$ cat src/rtl/sio_pkg.sv
package sio_pkg;

    localparam int unsigned DATA_W = 8;
    localparam int unsigned OSR    = 16;
    localparam int unsigned ADDR_W = 2;

    typedef enum logic [1:0] {
        REG_CTL  = 2'd0,
        REG_DATA = 2'd1,
        REG_OPT  = 2'd2
    } reg_sel_e;

    typedef enum logic [1:0] {
        FMT_OFF = 2'b00,
        FMT_8   = 2'b01,
        FMT_9A  = 2'b10,
        FMT_9B  = 2'b11
    } fmt_e;

    typedef enum logic {
        RX_IDLE = 1'b0,
        RX_RUN  = 1'b1
    } rx_state_e;

    localparam int unsigned CB_SHARED = 7;
    localparam int unsigned CB_FMT_LO = 6;
    localparam int unsigned CB_REN    = 4;
    localparam int unsigned CB_TX9    = 3;
    localparam int unsigned CB_RX9    = 2;
    localparam int unsigned CB_TDONE  = 1;
    localparam int unsigned CB_RDONE  = 0;
    localparam int unsigned OB_DBL    = 7;
    localparam int unsigned OB_CHK    = 6;

    function automatic logic maj3(input logic [2:0] s);
        return (s[0] & s[1]) | (s[0] & s[2]) | (s[1] & s[2]);
    endfunction

    function automatic logic fmt_nine(input fmt_e f);
        return (f == FMT_9A) || (f == FMT_9B);
    endfunction

endpackage

$ cat src/rtl/sio_tick_gate.sv
module sio_tick_gate (
    input  logic clk,
    input  logic rst,
    input  logic tick_i,
    input  logic dbl_i,
    output logic tick_o
);
    logic phase_q;

    always_ff @(posedge clk) begin
        if (rst)         phase_q <= 1'b0;
        else if (tick_i) phase_q <= ~phase_q;
    end

    assign tick_o = tick_i & (dbl_i | phase_q);
endmodule

$ cat src/rtl/sio_tx.sv
module sio_tx #(
    parameter int unsigned DATA_W = sio_pkg::DATA_W,
    parameter int unsigned OSR    = sio_pkg::OSR
) (
    input  logic              clk,
    input  logic              rst,
    input  logic              tick_i,
    input  logic              start_i,
    input  logic              nine_i,
    input  logic              bit9_i,
    input  logic [DATA_W-1:0] data_i,
    output logic              busy_o,
    output logic              done_o,
    output logic              txd_o
);
    localparam int unsigned FRAME_MAX = DATA_W + 3;
    localparam int unsigned IDX_W     = $clog2(FRAME_MAX + 1);
    localparam int unsigned OCNT_W    = $clog2(OSR);

    logic                 busy_q, done_q;
    logic [FRAME_MAX-1:0] sh_q;
    logic [IDX_W-1:0]     nbits_q, bidx_q;
    logic [OCNT_W-1:0]    ocnt_q;

    always_ff @(posedge clk) begin
        if (rst) begin
            busy_q  <= 1'b0;
            done_q  <= 1'b0;
            sh_q    <= '1;
            nbits_q <= '0;
            bidx_q  <= '0;
            ocnt_q  <= '0;
        end else begin
            done_q <= 1'b0;
            if (!busy_q) begin
                if (start_i) begin
                    busy_q  <= 1'b1;
                    sh_q    <= {1'b1, (nine_i ? bit9_i : 1'b1), data_i, 1'b0};
                    nbits_q <= nine_i ? IDX_W'(DATA_W + 3) : IDX_W'(DATA_W + 2);
                    bidx_q  <= '0;
                    ocnt_q  <= '0;
                end
            end else if (tick_i) begin
                if (ocnt_q == OCNT_W'(OSR - 1)) begin
                    ocnt_q <= '0;
                    sh_q   <= {1'b1, sh_q[FRAME_MAX-1:1]};
                    if (bidx_q == nbits_q - IDX_W'(1)) begin
                        busy_q <= 1'b0;
                        done_q <= 1'b1;
                    end else begin
                        bidx_q <= bidx_q + IDX_W'(1);
                    end
                end else begin
                    ocnt_q <= ocnt_q + OCNT_W'(1);
                end
            end
        end
    end

    assign busy_o = busy_q;
    assign done_o = done_q;
    assign txd_o  = busy_q ? sh_q[0] : 1'b1;
endmodule

$ cat src/rtl/sio_rx.sv
module sio_rx #(
    parameter int unsigned DATA_W = sio_pkg::DATA_W,
    parameter int unsigned OSR    = sio_pkg::OSR
) (
    input  logic              clk,
    input  logic              rst,
    input  logic              tick_i,
    input  logic              rxd_i,
    input  logic              en_i,
    input  logic              nine_i,
    input  logic              chk_i,
    output logic              busy_o,
    output logic              done_o,
    output logic [DATA_W-1:0] data_o,
    output logic              bit9_o,
    output logic              stop_bad_o
);
    import sio_pkg::*;

    localparam int unsigned IDX_W  = $clog2(DATA_W + 4);
    localparam int unsigned OCNT_W = $clog2(OSR);
    localparam int unsigned MID    = OSR / 2 + 1;
    localparam logic [IDX_W-1:0] IDX_B9   = IDX_W'(DATA_W + 1);
    localparam logic [IDX_W-1:0] IDX_STOP = IDX_W'(DATA_W + 2);

    rx_state_e         state_q;
    logic              s1_q, s2_q, sp_q;
    logic [OCNT_W-1:0] ocnt_q;
    logic [IDX_W-1:0]  bidx_q;
    logic [1:0]        samp_q;
    logic [DATA_W-1:0] shreg_q, dout_q;
    logic              b9_q, bad_q, done_q, b9o_q, bado_q;

    logic             bit_now, stop_bad_now;
    logic [IDX_W-1:0] stop_idx, last_idx;

    assign bit_now      = maj3({s2_q, samp_q});
    assign stop_idx     = nine_i ? IDX_STOP : IDX_B9;
    assign last_idx     = (chk_i && nine_i) ? IDX_STOP : IDX_B9;
    assign stop_bad_now = (bidx_q == stop_idx) && chk_i && !bit_now;

    always_ff @(posedge clk) begin
        if (rst) begin
            s1_q    <= 1'b1;
            s2_q    <= 1'b1;
            sp_q    <= 1'b1;
            state_q <= RX_IDLE;
            ocnt_q  <= '0;
            bidx_q  <= '0;
            samp_q  <= '0;
            shreg_q <= '0;
            b9_q    <= 1'b0;
            bad_q   <= 1'b0;
            done_q  <= 1'b0;
            dout_q  <= '0;
            b9o_q   <= 1'b0;
            bado_q  <= 1'b0;
        end else begin
            s1_q   <= rxd_i;
            s2_q   <= s1_q;
            sp_q   <= s2_q;
            done_q <= 1'b0;
            case (state_q)
                RX_IDLE: begin
                    if (en_i && sp_q && !s2_q) begin
                        state_q <= RX_RUN;
                        ocnt_q  <= '0;
                        bidx_q  <= '0;
                        bad_q   <= 1'b0;
                    end
                end
                default: begin
                    if (tick_i) begin
                        if (ocnt_q == OCNT_W'(OSR - 1)) begin
                            ocnt_q <= '0;
                            bidx_q <= bidx_q + IDX_W'(1);
                        end else begin
                            ocnt_q <= ocnt_q + OCNT_W'(1);
                        end
                        if (ocnt_q == OCNT_W'(MID - 2)) samp_q[0] <= s2_q;
                        if (ocnt_q == OCNT_W'(MID - 1)) samp_q[1] <= s2_q;
                        if (ocnt_q == OCNT_W'(MID)) begin
                            if (bidx_q == '0) begin
                                if (bit_now) state_q <= RX_IDLE;
                            end else if (bidx_q <= IDX_W'(DATA_W)) begin
                                shreg_q <= {bit_now, shreg_q[DATA_W-1:1]};
                            end
                            if (bidx_q == IDX_B9) b9_q <= bit_now;
                            if (stop_bad_now) bad_q <= 1'b1;
                            if (bidx_q == last_idx) begin
                                state_q <= RX_IDLE;
                                done_q  <= 1'b1;
                                dout_q  <= shreg_q;
                                b9o_q   <= (bidx_q == IDX_B9) ? bit_now : b9_q;
                                bado_q  <= bad_q | stop_bad_now;
                            end
                        end
                    end
                end
            endcase
        end
    end

    assign busy_o     = (state_q == RX_RUN);
    assign done_o     = done_q;
    assign data_o     = dout_q;
    assign bit9_o     = b9o_q;
    assign stop_bad_o = bado_q;
endmodule

$ cat src/rtl/sio_port.sv
module sio_port (
    input  logic       clk,
    input  logic       rst,
    input  logic       bus_wr_i,
    input  logic [1:0] bus_addr_i,
    input  logic [7:0] bus_wdata_i,
    output logic [7:0] bus_rdata_o,
    input  logic       rxd_i,
    output logic       txd_o,
    input  logic       rx_tick_i,
    input  logic       tx_tick_i,
    output logic       irq_o
);
    import sio_pkg::*;

    logic [1:0]        fmt_q;
    logic              ren_q, tx9_q, rx9_q, ti_q, ri_q, fe_q, dbl_q, chk_q;
    logic [DATA_W-1:0] rxbuf_q;

    logic              ctl_wr, opt_wr, data_wr, rx_en, nine;
    logic              tx_tick_g, rx_tick_g;
    logic              tx_busy, tx_done, rx_busy, rx_done, rx_b9, rx_bad;
    logic [DATA_W-1:0] rx_data;

    assign ctl_wr  = bus_wr_i && (reg_sel_e'(bus_addr_i) == REG_CTL);
    assign data_wr = bus_wr_i && (reg_sel_e'(bus_addr_i) == REG_DATA);
    assign opt_wr  = bus_wr_i && (reg_sel_e'(bus_addr_i) == REG_OPT);
    assign nine    = fmt_nine(fmt_e'(fmt_q));
    assign rx_en   = ren_q && (fmt_e'(fmt_q) != FMT_OFF);

    sio_tick_gate tx_gate_i (
        .clk(clk), .rst(rst), .tick_i(tx_tick_i), .dbl_i(dbl_q), .tick_o(tx_tick_g)
    );
    sio_tick_gate rx_gate_i (
        .clk(clk), .rst(rst), .tick_i(rx_tick_i), .dbl_i(dbl_q), .tick_o(rx_tick_g)
    );

    sio_tx #(.DATA_W(DATA_W), .OSR(OSR)) tx_i (
        .clk(clk), .rst(rst), .tick_i(tx_tick_g),
        .start_i(data_wr && (fmt_e'(fmt_q) != FMT_OFF)),
        .nine_i(nine), .bit9_i(tx9_q), .data_i(bus_wdata_i[DATA_W-1:0]),
        .busy_o(tx_busy), .done_o(tx_done), .txd_o(txd_o)
    );

    sio_rx #(.DATA_W(DATA_W), .OSR(OSR)) rx_i (
        .clk(clk), .rst(rst), .tick_i(rx_tick_g), .rxd_i(rxd_i),
        .en_i(rx_en), .nine_i(nine), .chk_i(chk_q),
        .busy_o(rx_busy), .done_o(rx_done), .data_o(rx_data),
        .bit9_o(rx_b9), .stop_bad_o(rx_bad)
    );

    always_ff @(posedge clk) begin
        if (rst) begin
            fmt_q   <= 2'b00;
            ren_q   <= 1'b0;
            tx9_q   <= 1'b0;
            rx9_q   <= 1'b0;
            ti_q    <= 1'b0;
            ri_q    <= 1'b0;
            fe_q    <= 1'b0;
            dbl_q   <= 1'b0;
            chk_q   <= 1'b0;
            rxbuf_q <= '0;
        end else begin
            if (ctl_wr) begin
                if (chk_q) fe_q <= bus_wdata_i[CB_SHARED];
                else       fmt_q[1] <= bus_wdata_i[CB_SHARED];
                fmt_q[0] <= bus_wdata_i[CB_FMT_LO];
                ren_q    <= bus_wdata_i[CB_REN];
                tx9_q    <= bus_wdata_i[CB_TX9];
                rx9_q    <= bus_wdata_i[CB_RX9];
                ti_q     <= bus_wdata_i[CB_TDONE];
                ri_q     <= bus_wdata_i[CB_RDONE];
            end
            if (opt_wr) begin
                dbl_q <= bus_wdata_i[OB_DBL];
                chk_q <= bus_wdata_i[OB_CHK];
            end
            if (tx_done) ti_q <= 1'b1;
            if (rx_done) begin
                if (rx_bad) fe_q <= 1'b1;
                if (!ri_q) begin
                    ri_q    <= 1'b1;
                    rxbuf_q <= rx_data;
                    rx9_q   <= rx_b9;
                end
            end
        end
    end

    always_comb begin
        bus_rdata_o = '0;
        case (reg_sel_e'(bus_addr_i))
            REG_CTL:  bus_rdata_o = {(chk_q ? fe_q : fmt_q[1]), fmt_q[0], 1'b0,
                                     ren_q, tx9_q, rx9_q, ti_q, ri_q};
            REG_DATA: bus_rdata_o = rxbuf_q;
            REG_OPT:  bus_rdata_o = {dbl_q, chk_q, 6'b0};
            default:  bus_rdata_o = '0;
        endcase
    end

    assign irq_o = ti_q | ri_q;
endmodule

$ cat config.mk
export PLATFORM = sky130hd
export DESIGN_NAME = sio_port
export DESIGN_NICKNAME = d
export VERILOG_FILES = /design/src/rtl/sio_pkg.sv /design/src/rtl/sio_tick_gate.sv /design/src/rtl/sio_tx.sv /design/src/rtl/sio_rx.sv /design/src/rtl/sio_port.sv
export SDC_FILE = /design/constraint.sdc
export NUM_CORES = 1
export LEC_CHECK = 0
export ABC_AREA = 1
export BUFFER_PORTS_ARGS = -buffer_cell sky130_fd_sc_hd__buf_4
export CAP_MARGIN = 15
export CORE_MARGIN = 2
export CORE_UTILIZATION = 54
export CTS_CLUSTER_SIZE = 20
export DETAILED_ROUTE_END_ITERATION = 6
export GPL_ROUTABILITY_DRIVEN = 0
export PLACE_DENSITY_LB_ADDON = 0.2
export SETUP_SLACK_MARGIN = 0.5
export SYNTH_ARGS = -nofsm -noshare
export SYNTH_HDL_FRONTEND = slang
export SYNTH_SLANG_ARGS = --single-unit
export TNS_END_PERCENT = 5
$ cat constraint.sdc
create_clock -name clk -period 1.3 [get_ports clk]
set_input_delay 0.065 -clock clk [delete_from_list [all_inputs] [get_ports clk]]
set_output_delay 0.065 -clock clk [all_outputs]
set_load 0.005 [all_outputs]
==> out/results.ini, run 1 <==
[outcome]
status = finished, violations left
failed_checks = setup timing

[finish]
nets = 597
area_delta_synth_final_pct = 31.0
stdcell_count = 656
fin_util_pct = 72.1
insertedDiodeCount = 0
fillCellCount = 516
final_layout_size_suffix_gt1_share_pct = 39.4

[min_path]
min_from = bus_wdata_i[7]
hold_end = fmt_q[1]
min_path_cells = 3
hold_path_class = in -> reg

[grt]
grt_max_degree = 31
grt_pass1_vias = 3221
grt_overflow = 0
antenna_found_initial = 0
grt_pass1_wl_mm = 14.3
grtUsageTotal_pct = 23.9

[floorplanning]
die-area_um2 = 7530
rows = 30
fp.dieW_um = 86.8
ios = 26
die_h_um = 86.8
core_area_um2 = 6720
start_util_pct = 55.1

[pwr]
leakage_nw = 2.12
powerDensity_nw_per_um2 = 933
peakVddDrop_mv = 0.652

[sta]
period_minus_slack_ns = 1.44
slew-limit-headroom_pct = 81.7
worst_pin_slew_ns = 0.271
hold_viol = 0
setup_viol = 34
slew_violations = 0
period_share_pct = 111
rsz0062_at_grt = yes
finalClockSkew_ns = 0.0121
hold_ws_ns = 0.0108
fmax_mhz = 694
fin_ws_ns = -0.140

[worst_setup_path]
rrSetupSlack_ns = -0.14
crit_start = tx_i.nbits_q[0]
r2r-end = tx_i.bidx_q[1]
cp-end-kind = flip-flop
worstPathArrival_ns = 1.74
crit_type = reg -> reg
regToRegStartpoint = tx_i.nbits_q[0]
worstPathMaxFanout = 6
worstPathRequired_ns = 1.60
ff2ff_path_depth = 9
cp-start-kind = flip-flop

[job]
max-cap-violations = 0

[route]
drt_wl_total_mm = 8.59
via_per_inst = 5.23
drt_iter0_drc = 124
ant_nets = 0
vias = 3434
avgRoutedWirePerCell_um = 13.1
drc = 0
first_pass_iters = 4

[logic_synthesis]
syn-cell-area_um2 = 3700
ys_seq_area_share_pct = 41.7
synth.yosys.warnings = 0
synthesis.nets = 524
ys_types = 39
syn_inst = 498
ys_seq_elements = 77
synth_area_per_cell_um2 = 7.43

[clocking]
cts_made_buffers = 9
cts_sinks = 77
clockBufferDepth = 2
cts.htree.levels = 3
ctsRootBufferMaster = clkbuf_8
cts_tree = yes
path_clk_slew_ns = 0.09
clk_latency_ns = 0.36

[placement]
io_buffers = 25
dp_hpwl_mm = 6.01
dpl.cell_count = 630
pre_cts_slack_ns = -0.127

[kinds of logic after synthesis]
kind of cell	count (synthesis)	share of synthesized area, %
flops	77	41.7
buf+inv	71	8.39
simple gates	224	27.7
xor+xnor	3	0.710
compound gates	113	18.2
fa+ha+maj	10	3.38
[registers in the layout, summed over array words and instances, names as in the netlist, 2 cells and up]
register and flops:
fmt_q 2, rx_i.bidx_q 4, rx_i.data_o 8, rx_i.ocnt_q 4, rx_i.samp_q 2, rx_i.shreg_q 8
rxbuf_q 8, tx_i.bidx_q 4, tx_i.nbits_q 2, tx_i.ocnt_q 4, tx_i.sh_q 10
[placed cells by master, fill, tap and decap left out, types with 3 or more instances in the layout]
master | Yosys | routed
buf_4 | 2 | 68
nor3_1 | 6 | 3
nand2_2 | 5 | 18
or2_2 | 9 | 9
nand2_4 | 2 | 5
o21ai_2 | 2 | 6
dfxtp_4 | 0 | 6
nor3_2 | 1 | 4
ha_1 | 10 | 6
nor2_4 | 4 | 9
buf_12 | 0 | 3
inv_2 | 9 | 16
o21ai_0 | 50 | 46
clkbuf_8 | 0 | 9
inv_4 | 0 | 6
nor2_2 | 3 | 10
o211ai_2 | 9 | 9
nand4_1 | 5 | 5
dlygate4sd3_1 | 0 | 5
a21oi_1 | 33 | 26
nor2_1 | 72 | 61
dfxtp_1 | 77 | 52
ha_4 | 0 | 3
a21oi_2 | 0 | 7
dfxtp_2 | 0 | 19
inv_1 | 43 | 30
nand3_1 | 22 | 17
o21ai_1 | 11 | 11
nand3_2 | 0 | 4
nand2_1 | 87 | 71
[cell type report]
| cell class | count | area [um2] | share of cell area (%) |
|---|---|---|---|
| Clock buffer | 9 | 124 | 2.56 |
| Sequential cell | 77 | 1590 | 32.8 |
| Timing Repair Buffer | 78 | 643 | 13.3 |
| Multi-Input combinational cell | 351 | 2100 | 43.3 |
| Tap cell | 80 | 100 | 2.07 |
| Clock inverter | 7 | 68.8 | 1.42 |
| Inverter | 54 | 223 | 4.60 |
[cell usage after synthesis (all sizes together)]
cell / n / area, um2
a21boi: 1 / 18.8
a21oi: 33 / 165
a22o: 2 / 17.5
and3: 3 / 20.0
buf: 11 / 85.1
clkbuf: 6 / 22.5
clkinv: 2 / 7.51
dfxtp: 77 / 1540
ha: 10 / 125
inv: 52 / 195
nand2: 94 / 380
nand3: 23 / 128
nand3b: 2 / 15.0
nand4: 6 / 43.8
nor2: 79 / 334
nor3: 7 / 40.0
o211ai: 10 / 120
o21ai: 63 / 323
o21bai: 1 / 7.51
o22ai: 1 / 6.26
o31ai: 2 / 15.0
or2: 10 / 62.6
xnor2: 1 / 8.76
xor2: 2 / 17.5
[critical path, stage by stage (launching register included)]
cell and delay (ns):
dfxtp_2 0.34, buf_4 0.13, ha_1 0.20, nand2_1 0.09
nand2_2 0.07, nor2_4 0.13, nand3_4 0.14, nand2_4 0.12
nand2_2 0.06, a21oi_2 0.11
[worst max path at each step]
stage / to
6_report: tx_i.bidx_q[1]
5_1_grt: tx_i.bidx_q[2]
4_1_cts: tx_i.bidx_q[1]
3_5_place_dp: tx_i.bidx_q[1]
3_3_place_gp: rx_i.bidx_q[1]
2_1_floorplan: tx_i.bidx_q[2]
[power breakdown]
group	internal [mW]	switching [mW]
registers	2.38	0.0283
clock network	0.738	1.02
logic	0.153	0.199
[metrics by stage]
step / total power, mW / cell area [um2] / TNS [ns]
after floorplan: 2.65 / 3750 / 0
after global placement: 2.78 / 4300 / -0.507
after detailed placement: 2.79 / 4300 / -1.58
after CTS: 4.55 / 4670 / -1.51
after global routing: 4.71 / 4850 / -5.03
final: 4.52 / 4850 / -1.48
[routing by layer]
metal	routed length [um]	global-route usage (%)	part of all wire, %
met5	0	0	0
met4	184	9.94	2.1
met3	244	4.38	2.8
met2	4320	40.8	50
met1	3840	29.6	45
[what timing repair did]
action	in CTS	in global routing
cloned	0	1
buffers inserted	1	3
resized for setup	52	51
hold endpoints to repair	5	0
setup endpoints to repair	77	78
hold buffers	5	0
pin swaps	21	14
No activity file was read; power rests on OpenSTA's default activity.
==> run 2, diff against run 1 <==
HOLD_SLACK_MARGIN = 0.15   (was unset)
RECOVER_POWER = 25   (was unset)
==> out/results.ini, run 2 (synthesized netlist as in run 1, its figures left out) <==
[clocking]
cts-hold-fix-buffers = 11
ctsRootBufferMaster = clkbuf_8
cts.htree.levels = 3
path_clk_slew_ns = 0.09
cts_sinks = 77
cts_tree = yes
clk_latency_ns = 0.36
cts_made_buffers = 9
clockBufferDepth = 2

[job]
max-cap-violations = 0

[placement]
dpl.cell_count = 630
dp_hpwl_mm = 6.01
pre_cts_slack_ns = -0.127
io_buffers = 25

[worst_setup_path]
r2r-end = tx_i.bidx_q[1]
worstPathArrival_ns = 1.73
cp-end-kind = flip-flop
rrSetupSlack_ns = -0.13
cp-start-kind = flip-flop
cpPeakStageDelay_ns = 0.34
worstPathMaxFanout = 6
regToRegStartpoint = tx_i.nbits_q[0]
ff2ff_path_depth = 9
cp_slowest_cell = dfxtp_2
crit_chain = buf_4, ha_1, nand2_1, nand2_2, nor2_4, nand3_4, nand2_4, nand2_2, a21oi_2
worstPathRequired_ns = 1.60
cp_common_cell = nand2_2
crit_type = reg -> reg

[min_path]
hold_end = rx_i.stop_bad_o
hold_path_class = in -> reg
min_path_cells = 4
min_from = rst

[finish]
insertedDiodeCount = 0
top_register = tx_i.sh_q
stdcell_count = 662
mostFrequentLayoutCells = nand2_1, buf_4, nor2_1
layout_commonest_cell = nand2_1
fin_util_pct = 73.1
nets = 603
area_delta_synth_final_pct = 32.8
largest_reg_flops = 10
fillCellCount = 502
final_layout_size_suffix_gt1_share_pct = 38.1

[pwr]
leakage_nw = 2.16
p_int_mw = 3.29
p_sw_mw = 1.25
clkPwrFrac_pct = 38.7
p_comb_share_pct = 8.1
powerDensity_nw_per_um2 = 922
sequentialPowerShare_pct = 53.2
peakVddDrop_mv = 0.647
swShare_pct = 27.5

[sta]
fin_setup_tns_ns = -1.32
period_minus_slack_ns = 1.43
slew-limit-headroom_pct = 79.7
slew_violations = 0
period_share_pct = 110
hold_viol = 0
fmax_mhz = 702
fin_ws_ns = -0.125
rsz0062_at_grt = yes
finalClockSkew_ns = 0.0114
setup_viol = 27
worst_pin_slew_ns = 0.304

[floorplanning]
rows = 30
die-area_um2 = 7530
start_util_pct = 55.1
die_h_um = 86.8
fp.dieW_um = 86.8
ios = 26
core_area_um2 = 6720

[route]
drt_wl_total_mm = 8.69
vias = 3487
via_per_inst = 5.27
drt_iter0_drc = 127
first_pass_iters = 5
ant_nets = 0
drc = 0
avgRoutedWirePerCell_um = 13.1

[grt]
grt_pass1_vias = 3267
antenna_found_initial = 0
grtUsageTotal_pct = 24.1
grt_max_degree = 31
grt_overflow = 0
grt_pass1_wl_mm = 14.4

[outcome]
failed_checks = setup timing
status = finished, violations left

run 2: stage by stage:
step	cell area, um2	hold WS (ns)	total power [mW]
CTS	4730	0.0600	4.56
global route	4910	0.0767	4.73
finish	4910	0.0589	4.53
detailed placement	4300	0.259	2.79
floorplan	3750	0.142	2.65
global placement	4300	0.258	2.78
run 2: critical path: cells and delay by family, from the launching register on:
kind,cells,cell delay (ns)
and+or+nand+nor,6,0.59
adders and majority gates,1,0.20
DFF,1,0.34
buffers and inverters,1,0.13
AOI/OAI and AO/OA,1,0.10
run 2: cell type report:
class	instances	area, um2	area share [%]
flip-flops and latches	77	1580	32.2
clock buffers	9	124	2.52
well taps	80	100	2.04
repair buffers	84	704	14.3
multi-input cells	351	2110	42.9
clock inverters	7	68.8	1.40
inverters	54	225	4.58
run 2: power groups by stage:
stage,registers [mW],clock network (mW),logic [mW]
after floorplan,2.46,0,0.184
after global placement,2.47,0,0.312
after detailed placement,2.47,0,0.321
after CTS,2.42,1.79,0.355
after global routing,2.42,1.91,0.405
final,2.41,1.75,0.368
run 2: how the worst max path moves through the flow:
stage / slack (ns) / startpoint / endpoint
2_1_floorplan: 0.01 / tx_i.nbits_q[0] / tx_i.bidx_q[2]
3_3_place_gp: -0.05 / rx_i.ocnt_q[0] / rx_i.bidx_q[1]
3_5_place_dp: -0.13 / tx_i.nbits_q[1] / tx_i.bidx_q[1]
4_1_cts: -0.11 / tx_i.nbits_q[0] / tx_i.bidx_q[1]
5_1_grt: -0.18 / tx_i.nbits_q[0] / tx_i.bidx_q[2]
6_report: -0.13 / tx_i.nbits_q[0] / tx_i.bidx_q[1]
run 2: repair_timing:
action                                  CTS  global route
resized for setup                        52            58
pin swaps                                21            16
endpoints found under the setup margin   77            78
gates cloned                              0             1
buffers inserted                          1             3
hold endpoints to repair                 29            13
run 2: metal layers:
layer,global-route usage (%),wire (um)
met5,0,0
met4,9.94,155
met3,4.38,304
met2,41.5,4410
met1,29.6,3820
==> run 3, diff against run 2 <==
CORE_UTILIZATION = 56   (was 54)
CTS_BUF_LIST = sky130_fd_sc_hd__clkbuf_4   (was unset)
==> out/results.ini, run 3 (synthesized netlist as in run 1, its figures left out) <==
[outcome]
status = finished, violations left
failed_checks = hold timing, setup timing

[clocking]
ctsRootBufferMaster = clkbuf_4
cts_made_buffers = 9
cts-hold-fix-buffers = 11
clk_latency_ns = 0.43
path_clk_slew_ns = 0.13
cts_tree = yes
clockBufferDepth = 2
cts_sinks = 77
cts.htree.levels = 3

[sta]
finalClockSkew_ns = 0.0175
hold_ws_ns = -0.00252
worst_pin_slew_ns = 0.293
setup_viol = 32
slew-limit-headroom_pct = 80.4
hold_viol = 1
fin_ws_ns = -0.184
slew_violations = 0
period_minus_slack_ns = 1.48
period_share_pct = 114
fmax_mhz = 674
rsz0062_at_grt = yes

[pwr]
p_comb_share_pct = 8.6
sequentialPowerShare_pct = 53.0
leakage_nw = 2.19
p_sw_mw = 1.18
powerDensity_nw_per_um2 = 914
swShare_pct = 25.9
p_int_mw = 3.37
total_power_mw = 4.55
peakVddDrop_mv = 0.686
clkPwrFrac_pct = 38.4

[route]
via_per_inst = 5.38
wl_met2_mm = 4.90
drt_wl_total_mm = 9.35
ant_nets = 0
vias = 3559
wl_met3_um = 331
wirelength_met1_mm = 3.92
drt_iter0_drc = 152
first_pass_iters = 4
drc = 0
top_layer_used = met4
avgRoutedWirePerCell_um = 14.1

[grt]
antenna_found_initial = 0
grt_pass1_vias = 3390
grt_pass1_wl_mm = 15.1
grt_overflow = 0
grt_max_degree = 55
grtUsageTotal_pct = 25.8

[floorplanning]
ios = 26
die-area_um2 = 7270
fp.dieW_um = 85.3
die_h_um = 85.3
rows = 29
core_area_um2 = 6390
start_util_pct = 57.9

[finish]
mostFrequentLayoutCells = nand2_1, nor2_1, buf_4
layout_commonest_cell = nand2_1
fillCellCount = 451
area_delta_synth_final_pct = 34.7
final_layout_size_suffix_gt1_share_pct = 37.7
final_area_um2 = 4980
fin_util_pct = 78.0
largest_reg_flops = 10
top_register = tx_i.sh_q
insertedDiodeCount = 0
nets = 605

[worst_setup_path]
crit_start = tx_i.ocnt_q[0]
crit_type = reg -> reg
worstPathRequired_ns = 1.66
regToRegStartpoint = tx_i.ocnt_q[0]
worstPathArrival_ns = 1.84
r2r-end = tx_i.bidx_q[3]
worstPathMaxFanout = 7
ff2ff_path_depth = 6
cp-end-kind = flip-flop
critPathCapture = tx_i.bidx_q[3]
cp-start-kind = flip-flop
rrSetupSlack_ns = -0.18

[job]
max-cap-violations = 0

[placement]
dp_hpwl_mm = 5.98
place_area_um2 = 4300
io_buffers = 25

[min_path]
hold_path_class = in -> reg

==> run 3: layout make-up <==
cell class	count	area (um2)	area share [%]
multi-input cells	351	2140	43.0
well taps	77	96.3	1.93
flip-flops and latches	77	1590	31.8
clock buffers	9	67.6	1.36
repair buffers	86	753	15.1
inverters	54	234	4.70
clock inverters	7	104	2.08
==> run 3: power groups by stage <==
stage	Sequential [mW]	Clock, mW	Combinational [mW]
after floorplan	2.46	0	0.184
after global placement	2.47	0	0.308
after detailed placement	2.47	0	0.312
after CTS	2.42	1.77	0.370
after global routing	2.42	1.89	0.428
final	2.41	1.75	0.390
==> run 3: worst min path at each step <==
stage / start / end / slack, ns / cells after the start
floorplan: rst / tx_i.done_o / 0.14 / 1
global placement: rxd_i / rx_i.s1_q / 0.25 / 2
detailed placement: rxd_i / rx_i.s1_q / 0.26 / 2
CTS: bus_wr_i / chk_q / -0.02 / 3
global route: bus_wr_i / chk_q / 0.02 / 3
finish: bus_wr_i / chk_q / -0.003 / 3
==> run 3: routing by layer <==
metal / vias to the layer above / global-route usage (%)
met4: 0 / 9.09
met5: - / 0
met2: 75 / 46.5
li1: 1794 / -
met1: 1672 / 30.7
met3: 18 / 4.38
==> run 3: worst max-delay path, stage by stage, from the launching register on <==
cell and delay [ns]:
dfxtp_2 0.36, ha_1 0.17, nand3_1 0.11, nand2_1 0.11, a21boi_4 0.32, nand3_1 0.17, a21oi_2 0.18
==> run 3: through the flow <==
step,std cells,setup WS (ns),TNS (ns)
after floorplan,498,0.0149,0
after global placement,626,-0.0457,-0.370
after detailed placement,626,-0.111,-1.24
after CTS,658,-0.121,-1.67
after global routing,661,-0.267,-5.38
final,661,-0.184,-2.04
==> run 3: what timing repair did <==
action,4_1_cts,5_1_grt
endpoints found under the hold margin,66,38
cloned,0,1
gates resized for setup,77,53
pin swaps,34,30
setup endpoints to repair,76,77
buffers inserted,5,2
